==> config.mk <==
export PLATFORM = sky130hd
export DESIGN_NAME = chunk_segmenter
export DESIGN_NICKNAME = d
export VERILOG_FILES = /design/src/rtl/seg_pkg.sv /design/src/rtl/seg_occupancy.sv /design/src/rtl/seg_slot_ring.sv /design/src/rtl/seg_chunk_calc.sv /design/src/rtl/chunk_segmenter.sv
export SDC_FILE = /design/constraint.sdc
export NUM_CORES = 1
export LEC_CHECK = 0
export ABC_AREA = 1
export BUFFER_PORTS_ARGS = -buffer_cell sky130_fd_sc_hd__buf_2
export CORE_UTILIZATION = 30
export CTS_CLUSTER_SIZE = 30
export DETAILED_ROUTE_END_ITERATION = 10
export HOLD_SLACK_MARGIN = 0.1
export SLEW_MARGIN = 20
export SYNTH_ARGS = -nofsm -noshare
export SYNTH_HDL_FRONTEND = slang
export SYNTH_SLANG_ARGS = --single-unit
==> constraint.sdc <==
create_clock -name clk_i -period 4.47 [get_ports clk_i]
set_clock_uncertainty 0.1 [all_clocks]
set_input_delay 0.447 -clock clk_i [delete_from_list [all_inputs] [get_ports clk_i]]
set_output_delay 0.447 -clock clk_i [all_outputs]
set_load 0.005 [all_outputs]
==> src/rtl/seg_pkg.sv <==
package seg_pkg;
  typedef enum logic [3:0] {
    S_INIT, S_POLL, S_RD0, S_RD1, S_RD2, S_WAIT, S_SEND, S_DONE, S_HALT
  } seg_state_e;
endpackage

==> src/rtl/seg_occupancy.sv <==
module seg_occupancy #(
  parameter int SEQ_W  = 8,
  parameter int SLOTS  = 128,
  parameter int THRESH = 96,
  localparam int CNT_W = $clog2(SLOTS) + 1
) (
  input  logic             clk_i,
  input  logic             rst_ni,
  input  logic             init_i,
  input  logic [SEQ_W-1:0] seq_i,
  input  logic             issue_i,
  output logic             grant_o
);
  logic [SEQ_W-1:0] seq_q;
  logic [SEQ_W-1:0] delta;
  logic [CNT_W-1:0] inflight_q;

  assign delta   = seq_i - seq_q;
  assign grant_o = (inflight_q <= CNT_W'(THRESH));

  always_ff @(posedge clk_i or negedge rst_ni) begin
    if (!rst_ni) begin
      seq_q      <= '0;
      inflight_q <= '0;
    end else if (init_i) begin
      seq_q      <= seq_i;
      inflight_q <= '0;
    end else begin
      seq_q      <= seq_i;
      inflight_q <= inflight_q - CNT_W'(delta) + CNT_W'(issue_i);
    end
  end

  p_inflight_cap_r8: assert property (@(posedge clk_i) disable iff (!rst_ni)
    inflight_q <= CNT_W'(THRESH + 1));
endmodule

==> src/rtl/seg_slot_ring.sv <==
module seg_slot_ring #(
  parameter int SLOTS   = 128,
  localparam int SLOT_W = $clog2(SLOTS)
) (
  input  logic              clk_i,
  input  logic              rst_ni,
  input  logic              init_i,
  input  logic [SLOT_W-1:0] seed_i,
  input  logic              adv_i,
  output logic [SLOT_W-1:0] slot_o
);
  always_ff @(posedge clk_i or negedge rst_ni) begin
    if (!rst_ni)     slot_o <= '0;
    else if (init_i) slot_o <= seed_i;
    else if (adv_i)  slot_o <= slot_o + 1'b1;
  end
endmodule

==> src/rtl/seg_chunk_calc.sv <==
module seg_chunk_calc #(
  parameter int          ADDR_W      = 32,
  parameter int          CHUNK_BYTES = 64,
  parameter int          SLOTS       = 128,
  parameter logic [15:0] CTRL_BASE   = 16'h1800,
  localparam int SIZE_W  = $clog2(CHUNK_BYTES) + 1,
  localparam int WORDS_W = $clog2(CHUNK_BYTES / 8),
  localparam int SLOT_W  = $clog2(SLOTS)
) (
  input  logic [ADDR_W-1:0]  base_i,
  input  logic [31:0]        len_i,
  input  logic [31:0]        off_i,
  input  logic [31:0]        chan_i,
  input  logic [SLOT_W-1:0]  slot_i,
  output logic [ADDR_W-1:0]  addr_o,
  output logic [SIZE_W-1:0]  size_o,
  output logic [WORDS_W-1:0] words_o,
  output logic               sop_o,
  output logic               eop_o,
  output logic [31:0]        ctrl_o,
  output logic [15:0]        caddr_o
);
  logic [31:0] rem;

  always_comb begin
    rem     = len_i - off_i;
    eop_o   = (rem <= 32'(CHUNK_BYTES));
    sop_o   = (off_i == '0);
    size_o  = eop_o ? rem[SIZE_W-1:0] : SIZE_W'(CHUNK_BYTES);
    words_o = WORDS_W'((size_o - 1'b1) >> 3);
    addr_o  = base_i + ADDR_W'(off_i);
    ctrl_o  = chan_i | (32'({sop_o, eop_o}) << 8) | (32'(size_o) << 24);
    caddr_o = CTRL_BASE + 16'({slot_i, 3'b000});
  end
endmodule

==> src/rtl/chunk_segmenter.sv <==
module chunk_segmenter #(
  parameter int          ADDR_W      = 32,
  parameter int          CHUNK_BYTES = 64,
  parameter int          SLOTS       = 128,
  parameter int          THRESH      = 96,
  parameter int          SEQ_W       = 8,
  parameter logic [15:0] CTRL_BASE   = 16'h1800,
  localparam int SIZE_W  = $clog2(CHUNK_BYTES) + 1,
  localparam int WORDS_W = $clog2(CHUNK_BYTES / 8),
  localparam int SLOT_W  = $clog2(SLOTS)
) (
  input  logic               clk_i,
  input  logic               rst_ni,
  input  logic [SEQ_W-1:0]   seq_i,
  input  logic               pend_valid_i,
  input  logic [31:0]        pend_handle_i,
  output logic               pend_ready_o,
  output logic               desc_req_o,
  output logic [31:0]        desc_addr_o,
  input  logic               desc_rvalid_i,
  input  logic [31:0]        desc_rdata_i,
  output logic               chk_valid_o,
  input  logic               chk_ready_i,
  output logic [ADDR_W-1:0]  chk_addr_o,
  output logic [SIZE_W-1:0]  chk_size_o,
  output logic [WORDS_W-1:0] chk_words_o,
  output logic [SLOT_W-1:0]  chk_slot_o,
  output logic               chk_sop_o,
  output logic               chk_eop_o,
  output logic [31:0]        chk_ctrl_o,
  output logic [15:0]        chk_ctrl_addr_o,
  input  logic               done_full_i,
  output logic               done_valid_o,
  output logic [31:0]        done_handle_o,
  output logic               host_irq_o
);
  import seg_pkg::*;

  seg_state_e        state_q, state_d;
  logic [31:0]       handle_q;
  logic [ADDR_W-1:0] base_q;
  logic [31:0]       len_q, chan_q, off_q;
  logic              init, fire, grant;

  assign init = (state_q == S_INIT);
  assign fire = chk_valid_o && chk_ready_i;

  seg_occupancy #(.SEQ_W(SEQ_W), .SLOTS(SLOTS), .THRESH(THRESH)) u_occ (
    .clk_i, .rst_ni, .init_i(init), .seq_i, .issue_i(fire), .grant_o(grant)
  );

  seg_slot_ring #(.SLOTS(SLOTS)) u_ring (
    .clk_i, .rst_ni, .init_i(init), .seed_i(seq_i[SLOT_W-1:0]),
    .adv_i(fire), .slot_o(chk_slot_o)
  );

  seg_chunk_calc #(
    .ADDR_W(ADDR_W), .CHUNK_BYTES(CHUNK_BYTES), .SLOTS(SLOTS), .CTRL_BASE(CTRL_BASE)
  ) u_calc (
    .base_i(base_q), .len_i(len_q), .off_i(off_q), .chan_i(chan_q),
    .slot_i(chk_slot_o), .addr_o(chk_addr_o), .size_o(chk_size_o),
    .words_o(chk_words_o), .sop_o(chk_sop_o), .eop_o(chk_eop_o),
    .ctrl_o(chk_ctrl_o), .caddr_o(chk_ctrl_addr_o)
  );

  always_comb begin
    pend_ready_o = (state_q == S_POLL);
    desc_req_o   = 1'b0;
    desc_addr_o  = handle_q;
    unique case (state_q)
      S_RD0:   desc_req_o = 1'b1;
      S_RD1:   begin desc_req_o = 1'b1; desc_addr_o = handle_q + 32'd4; end
      S_RD2:   begin desc_req_o = 1'b1; desc_addr_o = handle_q + 32'd8; end
      default: ;
    endcase
    chk_valid_o   = (state_q == S_SEND);
    done_valid_o  = (state_q == S_DONE) && !done_full_i;
    done_handle_o = handle_q;
    host_irq_o    = done_valid_o;
  end

  always_comb begin
    state_d = state_q;
    unique case (state_q)
      S_INIT: state_d = S_POLL;
      S_POLL: if (pend_valid_i && pend_handle_i != '0) state_d = S_RD0;
      S_RD0:  if (desc_rvalid_i) state_d = S_RD1;
      S_RD1:  if (desc_rvalid_i) state_d = (desc_rdata_i == '0) ? S_HALT : S_RD2;
      S_RD2:  if (desc_rvalid_i) state_d = S_WAIT;
      S_WAIT: if (grant) state_d = S_SEND;
      S_SEND: if (chk_ready_i) state_d = chk_eop_o ? S_DONE : S_WAIT;
      S_DONE: if (!done_full_i) state_d = S_POLL;
      S_HALT: state_d = S_HALT;
      default: state_d = S_HALT;
    endcase
  end

  always_ff @(posedge clk_i or negedge rst_ni) begin
    if (!rst_ni) begin
      state_q  <= S_INIT;
      handle_q <= '0;
      base_q   <= '0;
      len_q    <= '0;
      chan_q   <= '0;
      off_q    <= '0;
    end else begin
      state_q <= state_d;
      if (state_q == S_POLL && pend_valid_i) handle_q <= pend_handle_i;
      if (desc_rvalid_i) begin
        if (state_q == S_RD0) base_q <= {desc_rdata_i[ADDR_W-1:3], 3'b000};
        if (state_q == S_RD1) begin
          len_q <= desc_rdata_i;
          off_q <= '0;
        end
        if (state_q == S_RD2) chan_q <= desc_rdata_i;
      end
      if (fire) off_q <= off_q + 32'(chk_size_o);
    end
  end

  p_hold_r12: assert property (@(posedge clk_i) disable iff (!rst_ni)
    chk_valid_o && !chk_ready_i |=> chk_valid_o && $stable(chk_addr_o) &&
    $stable(chk_ctrl_o) && $stable(chk_slot_o) && $stable(chk_size_o));

  p_size_range_r3: assert property (@(posedge clk_i) disable iff (!rst_ni)
    chk_valid_o |-> chk_size_o != '0 && chk_size_o <= SIZE_W'(CHUNK_BYTES));

  p_mid_full_r3: assert property (@(posedge clk_i) disable iff (!rst_ni)
    chk_valid_o && !chk_eop_o |-> chk_size_o == SIZE_W'(CHUNK_BYTES));

  p_aligned_r4: assert property (@(posedge clk_i) disable iff (!rst_ni)
    chk_valid_o |-> chk_addr_o[2:0] == 3'b000);

  p_slot_step_r5: assert property (@(posedge clk_i) disable iff (!rst_ni)
    fire |=> chk_slot_o == SLOT_W'($past(chk_slot_o) + 1'b1));

  p_eop_then_done_r9: assert property (@(posedge clk_i) disable iff (!rst_ni)
    fire && chk_eop_o |=> !chk_valid_o && !pend_ready_o);

  p_irq_room_r9: assert property (@(posedge clk_i) disable iff (!rst_ni)
    host_irq_o |-> !done_full_i);

  p_halt_sticky_r10: assert property (@(posedge clk_i) disable iff (!rst_ni)
    state_q == S_HALT |=> state_q == S_HALT && !pend_ready_o && !chk_valid_o);
endmodule

### Word-level counts from Yosys, hierarchy flattened

Index checks and enable logic that the tools add are counted.

* reduce and logical (&&, ||, !) cells: 18
* bitwise operators: 2
* order comparisons: 2
* add/subtract/negate cells: 11
* eq/ne operators: 14
* mux-type cells: 19
* shifts and indexed selects: 0
* div/mod/pow operators: 0
* $mul: 0

Operator list (count)
* $mux W32: 3
* $logic_not A32 Y1: 2
* $pmux W32 S2: 1
* $add A32 B3 Y32 const B: 1
* $add A32 B32 Y32: 1
* $add A32 B4 Y32 const B: 1
* $add A32 B7 Y32: 1
* $le A32 B7 Y1 const B: 1
* $mux W4: 8
* $or A32 B10 Y32: 1
* $or A32 B31 Y32: 1
* $pmux W4 S8: 1
* $reduce_bool A32 Y1: 1
* $sub A32 B32 Y32: 1
* $mux W7: 3
* $eq A4 B3 Y1 const B: 4
* $sub A8 B8 Y8: 2
* $add A13 B10 Y14 const A: 1
* $ne A2 B2 Y1 const B: 5
* $add A8 B1 Y8: 1
* $eq A4 B2 Y1 const B: 2
* $le A8 B7 Y1 const B: 1
* $mux W8: 1
* $reduce_and A2 Y1: 4
* other kinds (12): 18

* memory bits (writable): 0
* ROM bits: 0
* logic and storage cells: 75
* memories: 0
* latch bits: 0
* flip-flop bits (word level): 184
* input port bits: 78
* output and inout bits: 168

### Longest topological paths before layout

* word-level depth: 5
* mapped depth: 32
* gate-level depth less buffers: 32

### Hierarchy

A second synthesis with hierarchy kept.

* cells, all modules: 2234
* area, all modules: 14886.8 sq um

By module, submodules not included
* chunk_segmenter: area an instance 8510.7 sq um, cells an instance 1132, instances 1, sequential area each 4028.9 sq um
* seg_chunk_calc: area an instance 4865.9 sq um, cells an instance 925, instances 1, sequential area each 0.0 sq um
* seg_occupancy: area an instance 1076.0 sq um, cells an instance 125, instances 1, sequential area each 400.4 sq um
* seg_slot_ring: area an instance 434.2 sq um, cells an instance 52, instances 1, sequential area each 175.2 sq um

### Worst setup path after synthesis

Ideal clock, no wire load.

* path kind: reg2reg
* start: register off_q[0]
* end: register off_q[14]
* cell stages (with the launch flop): 31
* setup slack: 271 ps
* setup time: 117 ps
* path buffers: 0
* required time: 4253 ps
* arrival time: 3982 ps
* cell sequence: dfrtp_1 > ha_1 > inv_1 > fa_1 > inv_1 > nand2_1 > nor2_1 > nand3_2 > nor2_2 > nand2_2 > nand2_1 > nand4_1 > nor4_1 > nand2_1 > nor4_1 > nand2_1 > a21oi_1 > ha_1 > nand2_1 > inv_1 > or2_2 > nand2_2 > nand2_2 > nand2_2 > nand2_2 > nand2_2 > nand2_4 > nand2_2 > o21ai_0 > o21ai_1 > inv_1

* word-level cells in the longest chain between the ends: 5

Ends and longest elaborated chain
* start, declared: RTL line chunk_segmenter.sv:42 `logic [31:0] len_q, chan_q, off_q;`
* start signal, assigned: RTL line chunk_segmenter.sv:117 `if (fire) off_q <= off_q + 32'(chk_size_o);`
* $sub A32 B32 Y32 (*): RTL line seg_chunk_calc.sv:26 `rem = len_i - off_i;`
* $le A32 B7 Y1: RTL line seg_chunk_calc.sv:27 `eop_o = (rem <= 32'(CHUNK_BYTES));`
* $mux W7 (*): RTL line seg_chunk_calc.sv:29 `size_o = eop_o ? rem[SIZE_W-1:0] : SIZE_W'(CHUNK_BYTES);`
* named net chk_size_o[2]: RTL line chunk_segmenter.sv:25 `output logic [SIZE_W-1:0] chk_size_o,`
* $add A32 B7 Y32 (*): RTL line chunk_segmenter.sv:117
* $mux W32 (*): RTL line chunk_segmenter.sv:117

The timed path passes the listed nets; every way through them passes the cells marked *.
A chain may end at the register's enable or synchronous reset.

### Final worst setup path

* start: register len_q[0]
* end: register off_q[14]

* word-level cells in the longest chain between the ends: 5

Ends and longest elaborated chain
* start, declared: RTL line chunk_segmenter.sv:42
* start signal, assigned: RTL line chunk_segmenter.sv:112 `len_q <= desc_rdata_i;`
* $sub A32 B32 Y32 (*): RTL line seg_chunk_calc.sv:26
* $le A32 B7 Y1: RTL line seg_chunk_calc.sv:27
* $mux W7 (*): RTL line seg_chunk_calc.sv:29
* $add A32 B7 Y32 (*): RTL line chunk_segmenter.sv:117
* $mux W32 (*): RTL line chunk_segmenter.sv:117

Mark *: on every way between the ends. The rest lies on a longest branch, timed or not.

==> metrics.txt <==
core area 0.0476 mm2; Slowest Stage Delay on Critical Path 0.43 ns; P&R area growth vs syn 27.9%; Final setup viols 0; Max FO, Critical Path 7; Fin Setup TNS 0 ns; Initial DRT Pass Iterations 5; ys flop type dfrtp_1; LEAKAGE 9.66 nW; Synth Area in Compound Gates 12.9%; fmax 231 MHz; Worst R2R Start len_q[0]; HP Class input pin to flop; routed len/inst 16.6 um; largest area contributor in the synthesized netlist dfrtp_1; DP HPWL 41800 um; Die Y 221 um; largest family of logic cells by synthesized area simple AND/OR/NAND/NOR gates; XOR/XNOR Fraction of Synth Area 2.68%; sequential share of the synthesized area 31.9%; number of global-route vias before repair 14600; Tmin final 4.33 ns; largest cells by area after synthesis dfrtp_1 32%, nand2_1 14%, inv_1 8.6%; synth unique cells 58; Final Core Density 38.8%; share of layout cells above drive strength 1 25.5%; number of diodes 0; Routed WL 51300 um; average cell area after synthesis 6.90 um2; number of vias per cell 4.85; clock buffer depth 2; run status completed; clock-pin slew on the worst setup and hold paths 0.07 ns; clk sink count 184; FILL cells 5076; number of max-cap violations 0; area share of the largest cell type after synthesis 31.9%; Crit path max-delay family simple AND/OR/NAND/NOR gates; # DRC 0; mux cell area share after synthesis 1.24%; slowest stage cell, crit path fa_2; EDFF count, synth 0; Synth Instances 2092; Finished Layout Cells 3085; Synth async-reset ratio 100%; row count 80; beginning of the worst hold path pend_handle_i[8]; layout net count 2620; count leader, synth nand2_1; Num CTS Buffers 17; All-Layer GR Usage 20.9%; critical path endpoint category flop; synthesis-stage register bit count 184; Final Hold Vio Count 0; CTS Root Cell clkbuf_16; antenna violations before repair 1; worst path buffer plus inverter count 7; CP Launch Type flop; Initial Util 30.3%; Buffers on Ports 236; num ports 246; Peak supply drop 0.276 mV; synth warn 0; Max Slew Vio Count 0; Period Utilization, post-route 96.8%; initial drt markers 927; routability cong. 0.935; pin count of the biggest net entering global routing 98; RSZ-0062 raised after global routing yes; total number of vias 15000; critical path class flop to flop; Adder-Cell Fraction of Synth Area 7.94%; die width 221 um; first-pass GRT wire length 80600 um; H-tree lvl count 4; Inst Count DP 3029; FF-to-FF setup slack 0.14 ns; Syn Std Cell Area 0.0144 mm2; top post-synthesis cells by count 547 x nand2_1, 329 x inv_1, 184 x dfrtp_1, 162 x nor2_1, 138 x o21ai_0; Worst-Skew Late Latency 0.45 ns; grt total ovfl 0; Worst Path Arrival 4.57 ns; crit path from len_q[0]; die area 0.0490 mm2; simple-gate share of the synthesized area 31.2%; CTS tree done; required time worst endpoint 4.71 ns; Rel. slew slack 44.0%; Post-DRT Antenna Nets 0; actual slew at the worst max-slew pin 0.839 ns; PD cells 772 mW/mm2
-- cell type report --
cell class	count	area, um2	share of cell area, %
Clock inverter	14	146	0.793
Multi-Input combinational cell	1497	8610	46.6
Clock buffer	18	429	2.32
Tap cell	615	769	4.17
Inverter	340	1280	6.92
Sequential cell	184	4600	24.9
Timing Repair Buffer	417	2630	14.3
-- registers in the layout, indices dropped and copies added, names as in the netlist --
name and cells:
chan_q 32, u_occ.inflight_q 8, len_q 32, done_handle_o 32
base_q 29, u_occ.seq_q 8, off_q 32, state_q 4
u_ring.slot_o 7
-- per-layer routing --
metal / vias up / share of wire (%) / GRT usage, %
met5: - / 0.025 / 0
met3: 61 / 4.3 / 2.83
met2: 403 / 48 / 35.3
met1: 7069 / 45 / 27.6
met4: 2 / 2.2 / 6.16
li1: 7439 / - / -
-- timing repair --
action,in CTS,in global routing
pin swaps,3,27
setup endpoints to repair,28,48
endpoints found under the hold margin,104,0
setup buffers,3,12
resized for setup,16,112
hold buffers,9,0
-- placed cells by master, fill, tap and decap left out, types with 7 or more instances in the layout --
cell           instances
nor2_2                17
nand2_1              530
o211ai_1               7
nor3_1                34
fa_1                   9
conb_1                 9
buf_4                160
xor2_1                26
dfrtp_1              184
inv_1                321
buf_2                235
buf_6                 10
a21oi_1               92
nand3b_1               8
o22ai_1                7
nand3_1               93
ha_1                  61
nand2_4               11
nand3_2               11
o21ai_1               12
nand4_1               44
nor2_1               148
clkbuf_16             17
ha_4                   9
nand2_2               42
o21ai_0              132
nor2_4                14
nor4_1                31
xnor2_1               15
o21a_1                28
dlygate4sd3_1          9
inv_2                 18
mux2_2                15
a21oi_2                9
or2_2                 10
-- worst paths after layout --
| path | cells after the start | endpoint |
|---|---|---|
| setup / recovery | 32 | off_q[14] |
| hold / removal | 2 | done_handle_o[8] |
| setup reg to reg | 32 | off_q[14] |
| hold reg to reg | 2 | chan_q[23] |
| max in group asynchronous | 3 | off_q[3] |
| min in group asynchronous | 2 | u_ring.slot_o[2] |
-- power breakdown --
group	internal (mW)	switching, mW
logic	4.00	5.77
registers	2.34	0.597
clock network	0.827	0.727
total	7.17	7.09
-- metrics by stage --
step	instance area, um2	setup WS (ns)	hold slack, ns	power (mW)
3_3_place_gp	17200	-0.0394	0.361	12.1
5_1_grt	18500	-0.103	0.136	15.5
6_report	18500	0.141	0.145	14.3
2_1_floorplan	14500	0.271	0.0514	8.52
3_5_place_dp	17200	-0.168	0.367	12.2
4_1_cts	17900	0.00140	0.121	13.9
-- logic make-up after synthesis --
group,count (synthesis)
compound gates,329
mux,16
buf+inv,418
simple gates,1016
other cells,2
flops,184
fa+ha+maj,85
xor+xnor,42
No activity file was read; power rests on OpenSTA's default activity.
